[src/rtl/agu_pkg.sv]
package agu_pkg;
  typedef enum logic [2:0] {
    SH_LSL = 3'd0,
    SH_LSR = 3'd1,
    SH_ASR = 3'd2,
    SH_ROR = 3'd3,
    SH_RRX = 3'd4
  } shift_e;

  typedef enum logic [1:0] {
    FM_OFFSET = 2'd0,
    FM_PRE    = 2'd1,
    FM_POST   = 2'd2
  } form_e;
endpackage

[src/rtl/agu_shifter.sv]
module agu_shifter #(
  parameter int DW   = 32,
  parameter int SA_W = $clog2(DW)
) (
  input  logic [DW-1:0]   opnd,
  input  logic [2:0]      kind,
  input  logic [SA_W-1:0] amt,
  input  logic            cin,
  output logic [DW-1:0]   res
);
  import agu_pkg::*;

  function automatic logic [DW-1:0] scale(input logic [DW-1:0] x,
                                          input logic [2:0] k,
                                          input logic [SA_W-1:0] a,
                                          input logic c);
    logic [DW-1:0] r;
    case (k)
      SH_LSL:  r = x << a;
      SH_LSR:  r = x >> a;
      SH_ASR:  r = DW'($signed(x) >>> a);
      SH_ROR:  r = (a == '0) ? x : ((x >> a) | (x << (DW - int'(a))));
      SH_RRX:  r = {c, x[DW-1:1]};
      default: r = x;
    endcase
    return r;
  endfunction

  assign res = scale(opnd, kind, amt, cin);
endmodule

[src/rtl/agu_addsub.sv]
module agu_addsub #(
  parameter int DW = 32
) (
  input  logic [DW-1:0] base,
  input  logic [DW-1:0] off,
  input  logic          sub,
  output logic [DW-1:0] sum
);
  function automatic logic [DW-1:0] combine(input logic [DW-1:0] b,
                                            input logic [DW-1:0] o,
                                            input logic s);
    return s ? (b - o) : (b + o);
  endfunction

  assign sum = combine(base, off, sub);
endmodule

[src/rtl/agu_wb_reg.sv]
module agu_wb_reg #(
  parameter int DW = 32
) (
  input  logic          clk,
  input  logic          rst_n,
  input  logic          take,
  input  logic [DW-1:0] next_val,
  output logic          wb_en,
  output logic [DW-1:0] wb_data
);
  always_ff @(posedge clk or negedge rst_n) begin
    if (!rst_n) begin
      wb_en   <= 1'b0;
      wb_data <= '0;
    end else begin
      wb_en <= take;
      if (take) wb_data <= next_val;
    end
  end
endmodule

[src/rtl/agu_wb_top.sv]
module agu_wb_top #(
  parameter int DW    = 32,
  parameter int IMM_W = 12,
  parameter int SA_W  = $clog2(DW)
) (
  input  logic            clk,
  input  logic            rst_n,
  input  logic            req_valid,
  input  logic [DW-1:0]   base_val,
  input  logic [IMM_W-1:0] off_imm,
  input  logic [DW-1:0]   off_reg,
  input  logic            off_is_reg,
  input  logic            sub_sel,
  input  logic [2:0]      sh_kind,
  input  logic [SA_W-1:0] sh_amt,
  input  logic            carry_in,
  input  logic [1:0]      form,
  output logic [DW-1:0]   mem_addr,
  output logic [DW-1:0]   wb_data,
  output logic            wb_en
);
  import agu_pkg::*;

  localparam int PAD_W = DW - IMM_W;

  logic [DW-1:0] imm_ext;
  logic [DW-1:0] shifted_off;
  logic [DW-1:0] eff_off;
  logic [DW-1:0] upd_addr;
  logic          wants_wb;
  logic          wb_take;

  generate
    if (PAD_W > 0) begin : g_pad
      assign imm_ext = {{PAD_W{1'b0}}, off_imm};
    end else begin : g_trunc
      assign imm_ext = off_imm[DW-1:0];
    end
  endgenerate

  agu_shifter #(.DW(DW), .SA_W(SA_W)) u_shift (
    .opnd(off_reg), .kind(sh_kind), .amt(sh_amt), .cin(carry_in), .res(shifted_off)
  );

  assign eff_off = off_is_reg ? shifted_off : imm_ext;

  agu_addsub #(.DW(DW)) u_add (
    .base(base_val), .off(eff_off), .sub(sub_sel), .sum(upd_addr)
  );

  assign wants_wb = (form == FM_PRE) || (form == FM_POST);
  assign wb_take  = req_valid && wants_wb;
  assign mem_addr = (form == FM_POST) ? base_val : upd_addr;

  agu_wb_reg #(.DW(DW)) u_wb (
    .clk(clk), .rst_n(rst_n), .take(wb_take), .next_val(upd_addr),
    .wb_en(wb_en), .wb_data(wb_data)
  );
endmodule

[config.mk]
export PLATFORM = sky130hd
export DESIGN_NAME = agu_wb_top
export DESIGN_NICKNAME = d
export VERILOG_FILES = /design/src/rtl/agu_pkg.sv /design/src/rtl/agu_shifter.sv /design/src/rtl/agu_addsub.sv /design/src/rtl/agu_wb_reg.sv /design/src/rtl/agu_wb_top.sv
export SDC_FILE = /design/constraint.sdc
export NUM_CORES = 1
export LEC_CHECK = 0
export BUFFER_PORTS_ARGS = -buffer_cell sky130_fd_sc_hd__buf_2
export CORE_ASPECT_RATIO = 0.7
export CORE_UTILIZATION = 40
export CTS_BUF_LIST = sky130_fd_sc_hd__clkbuf_2 sky130_fd_sc_hd__clkbuf_4 sky130_fd_sc_hd__clkbuf_8
export CTS_CLUSTER_DIAMETER = 200
export DETAILED_ROUTE_END_ITERATION = 12
export GPL_ROUTABILITY_DRIVEN = 1
export PLACE_DENSITY_LB_ADDON = 0.08
export SYNTH_ARGS = -nofsm -noshare
export SYNTH_HDL_FRONTEND = slang
export SYNTH_SLANG_ARGS = --single-unit
export TNS_END_PERCENT = 100
[constraint.sdc]
create_clock -name clk -period 10.6 [get_ports clk]
set_input_delay 1.59 -clock clk [delete_from_list [all_inputs] [get_ports clk]]
set_output_delay 1.59 -clock clk [all_outputs]
set_load 0.03 [all_outputs]
Word level (Yosys, flattened, before mapping):

Index checks and enable logic that the tools add are counted.
W data, S select, Z words.

* register bits after elaboration: 33
* input bits: 92
* output and inout bits: 65
* logic and storage cells: 25

* $add $sub $neg: 3
* eq/ne operators: 6
* shift-type cells: 4
* mux-type cells: 5
* bitwise operators: 1
* reductions and logical operators: 4

Operators with widths (count)
* $pmux W32 S5: 1
* $mux W32: 4
* $add A32 B32 Y32: 1
* $or A32 B32 Y32: 1
* $shl A32 B32 Y32: 1
* $shl A32 B5 Y32: 1
* $shr A32 B5 Y32: 1
* $sshr A32 B5 Y32: 1
* $sub A32 B32 Y32: 1
* $sub A6 B5 Y7 const A: 1
* $eq A3 B2 Y1 const B: 2
* $logic_not A5 Y1: 1
* $eq A3 B1 Y1 const B: 1
* $eq A3 B3 Y1 const B: 1
* $logic_not A3 Y1: 1
* $eq A2 B1 Y1 const B: 1
* $eq A2 B2 Y1 const B: 1
* $logic_and A1 B1 Y1: 1
* $logic_or A1 B1 Y1: 1

Longest topological paths before layout:

* word-level depth: 9
* depth in mapped cells: 32
* depth with buffers taken out: 27

Hierarchy:

A second synthesis with hierarchy kept.

* cell total of the unflattened synthesis: 1585
* area total of the unflattened synthesis: 12769.7 um^2

By module, submodules not included
* agu_shifter: times used 1, cells an instance 1086, area an instance 8154.1 um^2, seq. area each 0.0 um^2
* agu_addsub: times used 1, cells an instance 356, area an instance 2398.6 um^2, seq. area each 0.0 um^2
* agu_wb_reg: times used 1, cells an instance 69, area an instance 1370.1 um^2, seq. area each 825.8 um^2
* agu_wb_top: times used 1, cells an instance 74, area an instance 847.1 um^2, seq. area each 0.0 um^2

Least setup slack after synthesis:

OpenSTA, ideal clock, no wires.

* path kind: input-to-output
* start: in sh_amt[1]
* end: out mem_addr[28]
* arrival: 8.352 ns
* required time: 9.010 ns
* setup slack: 0.658 ns
* stages on the path: 30
* buffers on the path: 5
* path through: buf_2 -> clkinv_1 -> buf_2 -> buf_1 -> ha_1 -> and2_1 -> ha_1 -> clkbuf_1 -> nor3b_1 -> mux2i_1 -> buf_2 -> o31ai_1 -> a21oi_1 -> o32ai_1 -> nor2_1 -> and4_1 -> and3_1 -> a21oi_1 -> xor2_1 -> ha_1 -> a21o_1 -> a21oi_1 -> o21bai_1 -> a21o_1 -> a21o_1 -> a221o_1 -> a221o_1 -> a31o_2 -> o21ba_2 -> o31ai_1

* cells in the longest elaborated chain, start to end: 9
* elaborated cells between the ends (all ways): 14
* those cells by class: add/sub (3); shift (4); mux (5); bitwise (1); reduce/logical (1)

RTL lines
* start: declaration: RTL line agu_wb_top.sv:15 `input logic [SA_W-1:0] sh_amt,`
* $sub A6 B5 Y7: RTL line agu_shifter.sv:22 `SH_ROR: r = (a == '0) ? x : ((x >> a) | (x << (DW - int'(a))));`
* $shl A32 B32 Y32: RTL line agu_shifter.sv:22
* $or A32 B32 Y32: RTL line agu_shifter.sv:22
* $mux W32: RTL line agu_shifter.sv:22
* $pmux W32 S5 *: RTL line agu_shifter.sv:18 `case (k)`
* $mux W32 *: RTL line agu_wb_top.sv:45 `assign eff_off = off_is_reg ? shifted_off : imm_ext;`
* $add A32 B32 Y32 / $sub A32 B32 Y32 (equally long branches): RTL line agu_addsub.sv:12 `return s ? (b - o) : (b + o);`
* $mux W32 *: RTL line agu_addsub.sv:12
* $mux W32 *: RTL line agu_wb_top.sv:53 `assign mem_addr = (form == FM_POST) ? base_val : upd_addr;`
* end: declaration: RTL line agu_wb_top.sv:18 `output logic [DW-1:0] mem_addr,`

Every way passes the cells marked *; elsewhere a longest branch is shown, timed or not.

Worst setup path after layout:

* start: in sh_amt[0]
* end: out mem_addr[28]

Same word-level chain as after synthesis.

==> key figures <==
Setup path
  • Crit path depth: 25
  • R2r endpoint: u_wb.wb_data[30]$_DFFE_PN0P_
  • Critical Path Sink Type: primary output
  • WP data required: 9010 ps
  • Worst R2R Path Depth: 2
  • Reg-to-Reg Start: u_wb.wb_data[30]$_DFFE_PN0P_
  • Most frequent CP cell: a21o_1
  • Slowest stage cell, crit path: mux4_2
  • Critical Path End: mem_addr[28]
  • Reg2reg setup slack: a little under 10000 ps
  • Max Fanout on Critical Path: 84
  • Worst setup startpoint: sh_amt[0]
  • Delay-heaviest family, CP: compound AO/OA/AOI/OAI gates
  • Buffers plus inverters on the worst setup path: 4
  • CP startpoint kind: primary input
  • Critical Path AT: 8700 ps
  • CP Class: primary input to primary output
  • Slowest stage delay, CP: 720 ps

Min path
  • Worst hold path class: flop to flop

Synth
  • Register area share after synthesis: approximately 6.5%
  • Synth top area share: approximately a fifth
  • Post-Syn Nets: approximately 1700
  • Distinct cells, synth: around 110
  • Compound-Gate Fraction of Synth Area: a little under 30%
  • Post-Syn Area per Cell: a little under 8 sq um
  • Number of synthesized flops with an enable pin: 0
  • Synth Flop Type: dfrtp_1
  • Synth warnings: 0
  • Synth Area in XOR/XNOR: under 10%
  • Adder-Cell Fraction of Synth Area: roughly 3.6%
  • Yosys reg bits: 33
  • Mux cell area share after synthesis: between 30% and 40%
  • Ranking of synthesized cells by area: mux4_2 20%, o21ai_0 6.7%, dfrtp_1 6.5%
  • Fraction of the mapped netlist area in simple logic gates: a little under a fifth
  • FFs w/ async S/R, synth: 100%
  • Synthesized area: 0.0127 sq mm
  • Commonest cells post-synth: 170 x o21ai_0, 156 x nand2_1, 127 x nor2_1, 114 x mux4_2, 111 x clkbuf_1
  • Area leader, netlist: mux4_2
  • Largest family of logic cells by synthesized area: multiplexers
  • Most common cell in the synthesized netlist: o21ai_0
  • Syn Inst Count: 1615

Placed design
  • Pre-CTS setup slack: a little under 600 ps
  • Area after DPL: approximately 0.014 sq mm
  • GP Congestion: 1.14
  • IO buf count: about 160
  • DP Wirelength: 54.6 mm

Power
  • PD cells: between 100 and 150 mW/mm^2
  • Leak Pwr: approximately 0.0054 uW
  • VDD IR max: about 0.13 mV

Floorplanning
  • Starting Density: approximately two fifths
  • Total die area: around 0.033 sq mm
  • Row cnt: 54
  • Die Y: 151 um
  • Top-Level Pins: around 160
  • Core ar.: ~0.031 sq mm
  • Die width: about 220 um

STA
  • Final min period: 10290 ps
  • Final worst setup slack: roughly 310 ps
  • Slew headroom: -2.89%
  • Setup Skew: 0 ps
  • Worst-Margin Slew: 1520 ps
  • Max Slew Vio Count: 5
  • Fmax: 97.2 MHz
  • Final setup vio count: 0
  • Fin crit share: 97.0%
  • RSZ-0062 raised after global routing: no
  • Final-report hold violation count: 0
  • TNS Setup: 0 ps

Finish
  • Final Cell Area: roughly 0.014 sq mm
  • Layout fillers: 3235
  • Layout cells sized above 1: between 20 and 30%
  • Final net count: about 1800
  • Area growth, synth to finish: 9.49%

CTS
  • Reg clk slew, reported paths: about 70 ps
  • Inserted Clock Buffers: 5
  • CTS tree: yes
  • CTS Sinks: 33
  • Clock latency at the later pin of the worst-skew pair: approximately 320 ps
  • Maximum clock path buffer count: 2
  • Root Driver: clkbuf_8
  • H-tree levels: 2
  • Hold-fix buffers, CTS: 0

Global route
  • All-Layer GR Usage: between 40 and 50%
  • GRT overflow: 0
  • First-pass GRT wire length: 104 mm
  • Antenna violations before repair: 4
  • Number of global-route vias before repair: 14000
  • Largest net degree at the start of global routing: roughly 110

Routing
  • DR pass1 iterations: 6
  • Routed WL: roughly 74 mm
  • Routed WL per cell: 35.4 um
  • Vias per inst: around 7.4
  • Vias: around 16000
  • ANT nets after route: 0
  • Iter 0 DRT Violations: 2588
  • # DRC: 0

Job
  • Max-cap violations: 1

Outcome
  • Failing checks: max-capacitance violations, max-slew violations
  • Status: finished with violations
registers in the layout (all words and copies together) (netlist names):
name / count
u_wb.wb_data: 32
u_wb.wb_en: 1
kinds of logic (layout without fill, tap and decap cells):
| family | Yosys count | in the layout |
|---|---|---|
| adders and majority gates | 36 | 36 |
| xor gates and xnor gates | 58 | 58 |
| buffers and inverters | 219 | 269 |
| AOI/OAI and AO/OA | 548 | 548 |
| muxes | 238 | 238 |
| and+or+nand+nor | 483 | 483 |
| other | 0 | 3 |
| DFF | 33 | 33 |
worst register-to-register path, cell delays in order, from the launching register on:
cell	delay [ps]
dfrtp_1	390
a221oi_1	280
nand3_1	130
timing repair:
item                       CTS  global route
gates resized for setup      0             1
buffers inserted             0             0
setup endpoints to repair    0             1
final cells by class:
cell class	count	area [sq um]	area share, %
clock inverter	2	37.5	0.269
timing repair buffer	223	1360	9.74
tap	420	526	3.77
clock buffer	6	82.6	0.593
inverter	38	143	1.02
multi-input combinational	1363	11000	78.6
sequential	33	826	5.93
antenna	3	7.51	0.0539
worst min-delay path by stage:
stage / start / endpoint / slack (ps) / cells past startpoint
finish: u_wb.wb_data[13]$_DFFE_PN0P_ / u_wb.wb_data[13]$_DFFE_PN0P_ / 480 / 2
global route: u_wb.wb_data[21]$_DFFE_PN0P_ / u_wb.wb_data[21]$_DFFE_PN0P_ / 500 / 2
CTS: u_wb.wb_data[13]$_DFFE_PN0P_ / u_wb.wb_data[13]$_DFFE_PN0P_ / 480 / 2
detailed placement: u_wb.wb_data[28]$_DFFE_PN0P_ / u_wb.wb_data[28]$_DFFE_PN0P_ / 460 / 2
global placement: u_wb.wb_data[29]$_DFFE_PN0P_ / u_wb.wb_data[29]$_DFFE_PN0P_ / 460 / 2
floorplan: u_wb.wb_data[7]$_DFFE_PN0P_ / u_wb.wb_data[7]$_DFFE_PN0P_ / 650 / 2
cells in the final DEF (no fill, tap or decap), types with 16 or more instances in the layout:
| cell | n |
|---|---|
| a21o_1 | 17 |
| mux2i_1 | 80 |
| o21ai_0 | 169 |
| mux2_2 | 27 |
| dfrtp_1 | 33 |
| o211ai_1 | 24 |
| xnor2_1 | 24 |
| inv_1 | 34 |
| nand3_1 | 39 |
| nor3_1 | 28 |
| ha_1 | 34 |
| a211oi_1 | 22 |
| nand2b_1 | 16 |
| xor2_1 | 32 |
| nand2_1 | 156 |
| mux4_2 | 114 |
| buf_4 | 63 |
| a21oi_1 | 96 |
| nor2b_1 | 16 |
| nor2_1 | 126 |
| o22ai_1 | 16 |
| buf_2 | 154 |
| a31oi_1 | 20 |
where the power goes:
group          total (uW)  switching [uW]  internal, uW
clock                 136            59.3          76.6
combinational        1230             826           400
sequential            194            22.2           172
total                1560             908           649
routing by layer:
| metal | GRT usage (%) | part of all wire, % | up-vias |
|---|---|---|---|
| met2 | 57.6 | 38 | 1350 |
| met3 | 25.0 | 18 | 191 |
| met4 | 12.2 | 3.2 | 0 |
| met1 | 60.3 | 41 | 7639 |
| met5 | 0 | 0 | - |
| li1 | - | - | 6345 |
metrics by stage:
stage               hold WS, ps  util (%)  power [uW]  std cells
finish                      479      44.6        1560       2088
global route                499      44.6        1630       2085
CTS                         483      44.6        1510       2085
detailed placement          464      44.2        1370       2077
global placement            460      44.2        1380       2077
floorplan                   649         -         985       1615
Note: power is estimated with default switching activity, not from simulation.
